### config.mk
export PLATFORM = sky130hd
export DESIGN_NAME = byte_sync_tx
export DESIGN_NICKNAME = d
export VERILOG_FILES = /design/src/rtl/txs_pkg.sv /design/src/rtl/txs_crc.sv /design/src/rtl/txs_ser.sv /design/src/rtl/txs_seq.sv /design/src/rtl/byte_sync_tx.sv
export SDC_FILE = /design/constraint.sdc
export NUM_CORES = 1
export LEC_CHECK = 0
export ABC_AREA = 1
export ABC_CLOCK_PERIOD_IN_PS = 2600
export BUFFER_PORTS_ARGS = -buffer_cell sky130_fd_sc_hd__buf_2
export CORE_MARGIN = 8
export CORE_UTILIZATION = 53
export CTS_CLUSTER_SIZE = 28
export DETAILED_ROUTE_END_ITERATION = 12
export GPL_TIMING_DRIVEN = 0
export MAX_ROUTING_LAYER = met4
export PLACE_DENSITY = 0.76
export SKIP_LAST_GASP = 1
export SYNTH_ARGS = -nofsm -noshare
export SYNTH_HDL_FRONTEND = slang
export SYNTH_SLANG_ARGS = --single-unit
### constraint.sdc
create_clock -name clk -period 2.6 [get_ports clk]
set_clock_uncertainty 0.1 [all_clocks]
set_input_delay 0.26 -clock clk [delete_from_list [all_inputs] [get_ports clk]]
set_output_delay 0.26 -clock clk [all_outputs]
set_load 0.02 [all_outputs]
### src/rtl/txs_pkg.sv
package txs_pkg;

    localparam int unsigned CHAR_W   = 8;
    localparam int unsigned CRC_W    = 16;
    localparam logic [CRC_W-1:0] CRC_POLY_REF = 16'hA001;

    typedef logic [CHAR_W-1:0] char_t;
    typedef logic [CRC_W-1:0]  crc_t;

    typedef enum logic [2:0] {
        K_SYNC   = 3'd0,
        K_DATA   = 3'd1,
        K_CRC_LO = 3'd2,
        K_CRC_HI = 3'd3,
        K_SPACE  = 3'd4,
        K_FILL   = 3'd5
    } kind_e;

    typedef struct packed {
        logic  load;     // start a new character this edge
        logic  stop;     // hold the line marked
        kind_e kind;     // which source feeds the new character
        logic  take;     // holding register consumed
        logic  crc_clr;  // restart CRC accumulation
        logic  crc_upd;  // fold the new character into the CRC
    } step_t;

    function automatic crc_t crc_char(input crc_t c, input char_t d);
        crc_t r;
        r = c;
        for (int i = 0; i < int'(CHAR_W); i++) begin
            if (r[0] ^ d[i]) r = (r >> 1) ^ CRC_POLY_REF;
            else             r = r >> 1;
        end
        return r;
    endfunction

    function automatic char_t vrc_char(input char_t d);
        return {~^d[CHAR_W-2:0], d[CHAR_W-2:0]};
    endfunction

endpackage

### src/rtl/txs_crc.sv
module txs_crc
    import txs_pkg::*;
(
    input  logic  clk,
    input  logic  rst,
    input  logic  clr,
    input  logic  upd,
    input  char_t din,
    output crc_t  crc_q
);
    always_ff @(posedge clk) begin
        if (rst || clr) crc_q <= '0;
        else if (upd)   crc_q <= crc_char(crc_q, din);
    end
endmodule

### src/rtl/txs_ser.sv
module txs_ser
    import txs_pkg::*;
(
    input  logic  clk,
    input  logic  rst,
    input  logic  load,
    input  logic  stop,
    input  char_t val,
    output logic  txd,
    output logic  last_bit
);
    localparam int unsigned CNT_W = $clog2(CHAR_W);

    char_t            sh_q;
    logic [CNT_W-1:0] cnt_q;

    always_ff @(posedge clk) begin
        if (rst || stop) begin
            sh_q  <= '1;
            cnt_q <= '0;
        end else if (load) begin
            sh_q  <= val;
            cnt_q <= '0;
        end else begin
            sh_q  <= {1'b1, sh_q[CHAR_W-1:1]};
            cnt_q <= cnt_q + 1'b1;
        end
    end

    assign txd      = sh_q[0];
    assign last_bit = (cnt_q == CNT_W'(CHAR_W - 1));
endmodule

### src/rtl/txs_seq.sv
module txs_seq
    import txs_pkg::*;
#(
    parameter int unsigned SPACE_CHARS = 2
) (
    input  logic  clk,
    input  logic  rst,
    input  logic  tx_en,
    input  logic  som,
    input  logic  eom,
    input  logic  crc_en,
    input  logic  hold_full,
    input  logic  last_bit,
    output logic  active,
    output logic  urun,
    output step_t step
);
    localparam int unsigned SPC_W = $clog2(SPACE_CHARS + 1);

    logic             hi_pend, hi_n;
    logic [SPC_W-1:0] spc_left, spc_n;
    logic             arm, arm_n;
    logic             trailer, trailer_n;
    logic             crc_sent, sent_n;
    logic             active_n, urun_n;
    logic             begin_msg;

    always_comb begin
        step      = '0;
        begin_msg = 1'b0;
        active_n  = active;
        urun_n    = urun;
        hi_n      = hi_pend;
        spc_n     = spc_left;
        arm_n     = arm;
        trailer_n = trailer;
        sent_n    = crc_sent;
        if (!active) begin
            if (tx_en && som) begin_msg = 1'b1;
            else              step.stop = 1'b1;
        end else if (last_bit) begin
            if (hi_pend) begin
                step.load = 1'b1; step.kind = K_CRC_HI; hi_n = 1'b0;
            end else if (spc_left != '0) begin
                step.load = 1'b1; step.kind = K_SPACE; spc_n = spc_left - 1'b1;
            end else if (!tx_en || (trailer && !eom)) begin
                step.stop = 1'b1;
                active_n  = 1'b0;
                trailer_n = 1'b0;
                arm_n     = 1'b0;
            end else if (som) begin
                begin_msg = 1'b1;
            end else begin
                arm_n = 1'b0;
                if (arm && !eom) begin
                    step.load = 1'b1; step.kind = K_SPACE;
                    spc_n = SPC_W'(SPACE_CHARS - 1);
                end else if (urun) begin
                    step.load = 1'b1; step.kind = K_FILL;
                end else if (hold_full) begin
                    step.load = 1'b1; step.kind = K_DATA;
                    step.take = 1'b1; step.crc_upd = 1'b1;
                end else if (eom) begin
                    trailer_n = 1'b1;
                    step.load = 1'b1;
                    if (crc_en && !crc_sent) begin
                        step.kind = K_CRC_LO; hi_n = 1'b1; sent_n = 1'b1;
                    end else begin
                        step.kind = K_SYNC;
                    end
                end else begin
                    urun_n = 1'b1;
                    step.load = 1'b1; step.kind = K_FILL;
                end
            end
        end
        if (begin_msg) begin
            step.load    = 1'b1;
            step.kind    = K_SYNC;
            step.crc_clr = 1'b1;
            active_n     = 1'b1;
            urun_n       = 1'b0;
            trailer_n    = 1'b0;
            sent_n       = 1'b0;
            arm_n        = eom;
        end
    end

    always_ff @(posedge clk) begin
        if (rst) begin
            active   <= 1'b0;
            urun     <= 1'b0;
            hi_pend  <= 1'b0;
            spc_left <= '0;
            arm      <= 1'b0;
            trailer  <= 1'b0;
            crc_sent <= 1'b0;
        end else begin
            active   <= active_n;
            urun     <= urun_n;
            hi_pend  <= hi_n;
            spc_left <= spc_n;
            arm      <= arm_n;
            trailer  <= trailer_n;
            crc_sent <= sent_n;
        end
    end

    assert_start_R1: assert property (@(posedge clk) disable iff (rst)
        $rose(active) |-> $past(som && tx_en));
    assert_urun_set_R4: assert property (@(posedge clk) disable iff (rst)
        $rose(urun) |-> $past(active && !som && !eom));
    assert_urun_clear_R4: assert property (@(posedge clk) disable iff (rst)
        $fell(urun) |-> $past(som));
endmodule

### src/rtl/byte_sync_tx.sv
module byte_sync_tx
    import txs_pkg::*;
#(
    parameter int unsigned SPACE_CHARS = 2
) (
    input  logic       clk,
    input  logic       rst,
    input  logic       tx_en,
    input  logic       tx_som,
    input  logic       tx_eom,
    input  logic       hold_wr,
    input  logic [7:0] hold_din,
    input  logic [7:0] sync_char,
    input  logic       crc_en,
    input  logic       vrc_en,
    input  logic       fill_sync,
    output logic       txd,
    output logic       tx_active,
    output logic       buf_empty,
    output logic       tx_urun
);
    step_t step;
    char_t hold_q, ld_val;
    logic  hold_full, last_bit;
    crc_t  crc_q;

    always_ff @(posedge clk) begin
        if (rst) begin
            hold_full <= 1'b0;
            hold_q    <= '0;
        end else if (hold_wr) begin
            hold_full <= 1'b1;
            hold_q    <= hold_din;
        end else if (step.take) begin
            hold_full <= 1'b0;
        end
    end

    always_comb begin
        unique case (step.kind)
            K_SYNC:   ld_val = sync_char;
            K_DATA:   ld_val = vrc_en ? vrc_char(hold_q) : hold_q;
            K_CRC_LO: ld_val = crc_q[CHAR_W-1:0];
            K_CRC_HI: ld_val = crc_q[CRC_W-1:CHAR_W];
            K_SPACE:  ld_val = '0;
            K_FILL:   ld_val = fill_sync ? sync_char : '1;
            default:  ld_val = '1;
        endcase
    end

    txs_seq #(.SPACE_CHARS(SPACE_CHARS)) u_seq (
        .clk(clk), .rst(rst), .tx_en(tx_en), .som(tx_som), .eom(tx_eom),
        .crc_en(crc_en), .hold_full(hold_full), .last_bit(last_bit),
        .active(tx_active), .urun(tx_urun), .step(step)
    );

    txs_crc u_crc (
        .clk(clk), .rst(rst), .clr(step.crc_clr), .upd(step.crc_upd),
        .din(ld_val), .crc_q(crc_q)
    );

    txs_ser u_ser (
        .clk(clk), .rst(rst), .load(step.load), .stop(step.stop),
        .val(ld_val), .txd(txd), .last_bit(last_bit)
    );

    assign buf_empty = tx_active && !hold_full;

    assert_mark_idle_R12: assert property (@(posedge clk) disable iff (rst)
        !tx_active |-> txd);
    assert_write_fills_R2: assert property (@(posedge clk) disable iff (rst)
        hold_wr |=> !buf_empty);
    assert_parity_odd_R9: assert property (@(posedge clk) disable iff (rst)
        (step.load && step.kind == K_DATA && vrc_en) |-> ($countones(ld_val) % 2 == 1));
endmodule

; ---- Yosys cells after proc, flatten, opt, wreduce, memory -nomap -nowiden
; Cells that the tools add are included.
[word_totals]
ff_bits = 44
out_inout_bits = 4
[classes]
n_addsub = 2
n_eq_ne = 15
n_mux = 105
bitwise_logic = 24
n_reduce_logical = 29
[op_table]
columns = operator, n
row1 = $mux W16, 22
row2 = $mux W1, 63
row3 = $pmux W8 S6, 1
row4 = $not A2 Y3, 8
row5 = $mux W3, 7
row6 = $mux W8, 2
row7 = $mux W4, 3
row8 = $ne A2 B1 Y1 const B, 6
row9 = $reduce_bool A2 Y1, 6
row10 = $reduce_and A11 Y1, 1
row11 = $mux W2, 5
row12 = $eq A3 B3 Y1 const B, 3
row13 = $reduce_and A9 Y1, 1
row14 = $not A1 Y1, 8
row15 = $xor A1 B1 Y1, 8
row16 = $mux W7, 1
row17 = $reduce_and A7 Y1, 1
row18 = $reduce_xnor A7 Y1, 1
row19 = $eq A3 B2 Y1 const B, 2
row20 = $mux W6, 1
row21 = $reduce_and A6 Y1, 1
row22 = $reduce_or A2 Y1, 3
row23 = $logic_and A1 B1 Y1, 5
row24 = $reduce_and A5 Y1, 1
row25 = other kinds (9), 15

; ---- Logic depth before layout (Yosys ltp)
[depth]
ltp_word = 46
ltp_mapped = 27
depth_no_buf = 27

; ---- Hierarchy
; Synthesis repeated with hierarchy kept, for this count alone.
[hier_totals]
cells_unflattened = 436
area_unflattened_um2 = 2960.3
[by_module_without_submodules]
columns = module, n_inst, cells_each, area_per_inst_um2, seq_area_each_um2
row1 = txs_crc, 1, 145, 1073.5, 320.3
row2 = byte_sync_tx, 1, 157, 862.1, 180.2
row3 = txs_seq, 1, 90, 613.1, 160.2
row4 = txs_ser, 1, 44, 411.6, 220.2

; ---- Worst setup path after synthesis
; Ideal clock, no wire load.
[synth_path]
path_kind = reg2reg
startpoint = register u_ser.cnt_q[0]
endpoint = register u_crc.crc_q[0]
setup_time_ns = 0.113
t_arrival_ns = 2.537
path_slack_ns = -0.150
path_stages_with_launch = 27
synth_period_minus_slack_ns = 2.750
cell_sequence = dfxtp_1 > ha_1 > ha_1 > nand2_2 > nor2_4 > nand2_2 > nor2_2 > nor2_2 > nand2_4 > nor2_4 > nand2_4 > nor2_1 > nor2_1 > nand2_2 > nand2_2 > nand2_4 > inv_2 > nand2_1 > nand2_1 > nand2_1 > nand2_1 > nand2_1 > nand2_1 > nand2_1 > nand3_2 > nor2_1 > nor2_1
[synth_between]
elab_chain_len = 36
elab_cells_between_ends = 47
[synth_lines]
columns = item, line
row1 = "start, declared", txs_ser.sv:15  ; logic [CNT_W-1:0] cnt_q;
row2 = "start signal, assigned", txs_ser.sv:26  ; cnt_q <= cnt_q + 1'b1;
row3 = $eq A3 B3 Y1 (*), txs_ser.sv:31  ; assign last_bit = (cnt_q == CNT_W'(CHAR_W - 1));
row4 = $mux W6 or $mux W1 (tied branches), txs_seq.sv:41  ; end else if (last_bit) begin
row5 = $mux W4 or $mux W1 (tied branches), txs_seq.sv:38  ; if (!active) begin
row6 = $mux W3, txs_seq.sv:77  ; if (begin_msg) begin
row7 = $eq A3 B3 Y1 (tied with other cells), byte_sync_tx.sv:40  ; unique case (step.kind)
row8 = $pmux W8 S6, byte_sync_tx.sv:40
row9 = $xor A1 B1 Y1, txs_pkg.sv:32  ; if (r[0] ^ d[i]) r = (r >> 1) ^ CRC_POLY_REF;
row10 = $mux W16, txs_pkg.sv:32
row11 = [... 20 more ...], --
row12 = $mux W16, txs_crc.sv:13  ; else if (upd) crc_q <= crc_char(crc_q, din);
row13 = $mux W16, txs_crc.sv:12  ; if (rst || clr) crc_q <= '0;
row14 = $xor A1 B1 Y1, txs_pkg.sv:32
row15 = $mux W16, txs_pkg.sv:32
row16 = $mux W16, txs_crc.sv:13
row17 = $mux W16, txs_crc.sv:12
row18 = $xor A1 B1 Y1, txs_pkg.sv:32
row19 = $mux W16, txs_pkg.sv:32
row20 = "end signal, assigned", txs_crc.sv:13
row21 = "end, declared", txs_crc.sv:9  ; output crc_t crc_q
; Every way passes the cells marked *; elsewhere a longest branch is shown, timed or not. The select of a mux whose other input is x is not followed.
; A chain may end at the register's enable or synchronous reset.

; ---- Worst setup path in the final report
; Same ends and word-level chain as after synthesis.

==> run_results.csv <==
group,metric,value,unit
logic_synthesis,synth_area_leaders,"dfxtp_1 (33%), nand2_1 (9.9%), inv_1 (9.3%)",
power,power.density,418.3,nW/um^2
die,start_util,0.5380,
grt,grt_max_degree,14,
die,core_region_area,5010,sq um
final_layout,final_net_count,496,
status,outcome,"complete, but fails checks",
power,clkPwrFrac,0.356,
power,leakage,1.599,nW
detailed_routing,detail_route.drc_violations,0,
worst_setup_path,r2r_end,"u_crc.crc_q[0]",
logic_synthesis,synthCells,412,
logic_synthesis,yosys.area.top_type,"dfxtp_1",
detailed_routing,routed-wl-met2,3.678,mm
final_layout,antennaDiodeCount,0,
logic_synthesis,ys_seq_area_frac,0.3268,
final_layout,fillCellCount,456,
power,pwr-share-comb,0.158,
logic_synthesis,syn_nets,439,
detailed_routing,drtIter0Drc,201,
power,p_int,1.060,mW
sta,post-route-min-period,2972,ps
final_layout,multi_input_area,1739,sq um
sta,rsz0062_at_grt,"yes",
worst_setup_path,start_kind,"flop",
worst_setup_path,cp_common_cell,"nand2_1",
die,die_w,87.31,um
logic_synthesis,avgSynthCellArea,6.541,sq um
power,seq_power_share,0.487,
logic_synthesis,synthFlopType,"dfxtp_1",
detailed_routing,vias,2774,
detailed_routing,wl_per_cell,13.55,um
clock_network,clock_latency,290,ps
sta,max_clock_freq,0.3365,GHz
worst_setup_path,reg2reg_depth,25,
logic_synthesis,netlist_top_cells_count,"nand2_1 (71), inv_1 (67), nor2_1 (63)",
clock_network,cts_root_buf,"clkbuf_8",
detailed_routing,dr.pass1.iters,4,
logic_synthesis,netlist_area,2695,sq um
clock_network,htree_levels,2,
logic_synthesis,synth-seq-cells,44,
logic_synthesis,yosys_warnings,0,
worst_hold_path,hold_class,"input port to flop",
final_layout,utilization,0.6863,
power,switching_power,0.3782,mW
sta,drv_slew,0,
placed_design,dp_hpwl,5.347,mm
logic_synthesis,synth_top_area_frac,0.3268,
final_layout,layout-drive-gt1-share,0.3213,
placed_design,numPortBuffers,28,
worst_setup_path,crit_type,"flop to flop",
logic_synthesis,synth_cell_types,33,
status,violations,"setup timing",
grt,grt_pass1_wl,11.77,mm
detailed_routing,highest_layer,"met4",
detailed_routing,vias_per_cell,5.137,
worst_hold_path,timing.hold.worst_endpoint,"hold_q[4]",
grt,overflow,0,
die,die_h,87.31,um
logic_synthesis,synthArstFlopShare,0,
die,ios,29,
die,placementRows,26,
clock_network,cts_made_buffers,5,
sta,worst_slack,-371.5,ps
detailed_routing,route.met3.wl,272,um
clock_network,clock_path_buffers,2,
sta,fin_tns_setup,-1452,ps
worst_setup_path,worstPathArrival,3060,ps
sta,hold_viol,0,
detailed_routing,routed_wl,7.316,mm
worst_setup_path,worst-path-max-fanout,8,
grt,grt_pass1_vias,2629,
worst_setup_path,crit_required,2690,ps
die,die_area,7623,sq um
sta,setup_violations,8,
sta,finalCritPeriodShare,1.143,
placed_design,place.gp.congestion,0.8974,
worst_hold_path,min_path_cells,3,
worst_hold_path,min_from,"hold_din[4]",
grt,gr-usage-all-layers,0.1990,
power,p_sw_frac,0.2629,
clock_network,tritoncts,"built",
final_layout,seq_area,883.3,sq um
power,max-vdd-ir-drop,404.3,uV
logic_synthesis,yosysMostFrequentCell,"nand2_1",
worst_setup_path,end_kind,"flop",
clock_network,clkSinkCount,44,
detailed_routing,ant_nets,0,
logic_synthesis,synth_edf_count,0,
worst_setup_path,critPathSlowestCell,"dfxtp_2",
run,maxCapViolCount,0,
sta,worst_pin_slew,515.1,ps
worst_setup_path,worstReg2RegStart,"u_ser.cnt_q[0]",
worst_setup_path,slowest_delay,350,ps
worst_setup_path,r2r_slack,-370,ps
grt,antenna_found_initial,0,
sta,slew_headroom,0.6566,
detailed_routing,met1_length,3.236,mm
clock_network,path_clk_slew,80,ps
final_layout,syn_to_final_growth,27.58,%
cells in the final DEF (no fill, tap or decap), types with 4 or more instances in the layout:
| cell | n |
|---|---|
| buf_4 | 21 |
| o22ai_1 | 4 |
| nand3_4 | 4 |
| nor2_4 | 13 |
| o21ai_1 | 5 |
| a21oi_2 | 8 |
| o211ai_1 | 6 |
| nor3_1 | 4 |
| nor2_2 | 14 |
| a21oi_1 | 23 |
| dfxtp_1 | 42 |
| buf_2 | 29 |
| inv_1 | 65 |
| xor2_1 | 4 |
| o21ai_0 | 11 |
| a211oi_1 | 6 |
| nand2_2 | 21 |
| clkbuf_1 | 4 |
| nand3_1 | 23 |
| inv_2 | 9 |
| clkbuf_8 | 5 |
| nor2_1 | 48 |
| nand2_1 | 63 |
| nand3_2 | 6 |
| nand2_4 | 7 |
routing by layer:
| metal | GRT usage | vias up |
|---|---|---|
| li1 | - | 1426 |
| met1 | 0.2352 | 1258 |
| met2 | 0.3409 | 78 |
| met3 | 0.02925 | 12 |
| met4 | 0.05625 | 0 |
| met5 | - | - |
area by class of cell:
class / count / share of cell area
clock buffer: 6 / 0.02111
inverter: 75 / 0.08188
sequential: 44 / 0.2569
multi-input combinational: 288 / 0.5058
tap: 70 / 0.02547
timing repair buffer: 50 / 0.09243
buffer: 5 / 0.006186
clock inverter: 2 / 0.01019
worst max-delay path: cells and delay by family, from the launching register on:
family        cells  cell delay (ps)
simple gates     22             2040
buf+inv           1               60
flops             1              350
fa+ha+maj         2              270
power by group through the flow:
stage / sequential, mW / clock [mW] / combinational [mW]
6_report: 0.700 / 0.511 / 0.227
5_1_grt: 0.702 / 0.555 / 0.250
4_1_cts: 0.700 / 0.525 / 0.203
3_5_place_dp: 0.716 / 0 / 0.184
3_3_place_gp: 0.716 / 0 / 0.179
2_1_floorplan: 0.715 / 0 / 0.126
through the flow:
| stage | hold slack, ps | cell area [sq um] | cells | setup WS [ps] | total power [mW] |
|---|---|---|---|---|---|
| after global routing | 114.9 | 3438 | 540 | -638.4 | 1.507 |
| after floorplan | 238.5 | 2763 | 412 | -66.06 | 0.8411 |
| after CTS | 106.9 | 3256 | 532 | -262.8 | 1.428 |
| after detailed placement | 319.5 | 2990 | 510 | -428.8 | 0.8993 |
| final | 115.2 | 3438 | 540 | -371.5 | 1.438 |
| after global placement | 314.0 | 2990 | 510 | -368.0 | 0.8942 |
cell families after synthesis:
kind of cell,Yosys count,share of synthesized area
xor gates and xnor gates,7,0.02275
and+or+nand+nor,210,0.3793
DFF,44,0.3268
buffers and inverters,80,0.1119
adders and majority gates,2,0.009284
AOI/OAI and AO/OA,69,0.1500
worst max path at each step:
stage                              start              to
after detailed placement  u_ser.cnt_q[0]  u_crc.crc_q[0]
final                     u_ser.cnt_q[0]  u_crc.crc_q[0]
after global placement    u_ser.cnt_q[0]  u_crc.crc_q[0]
after floorplan           u_ser.cnt_q[0]  u_crc.crc_q[0]
after CTS                 u_ser.cnt_q[0]  u_crc.crc_q[0]
after global routing      u_ser.cnt_q[1]  u_crc.crc_q[0]
state kept, by name, indices dropped and copies added (netlist names):
| signal | cells |
|---|---|
| u_seq.urun | 1 |
| u_crc.crc_q | 16 |
| u_seq.trailer | 1 |
| u_seq.active | 1 |
| u_seq.arm | 1 |
| u_ser.sh_q | 8 |
| u_seq.spc_left | 2 |
| hold_full | 1 |
| u_seq.hi_pend | 1 |
| u_ser.cnt_q | 3 |
| u_seq.crc_sent | 1 |
| hold_q | 8 |
repair_timing:
| item | 4_1_cts | 5_1_grt |
|---|---|---|
| pin swaps | 23 | 18 |
| gates cloned | 0 | 0 |
| gates resized for setup | 15 | 34 |
| setup endpoints to repair | 12 | 16 |
| hold buffers | 0 | 0 |
| setup buffers | 15 | 13 |
Note: power is estimated with default switching activity, not from simulation.
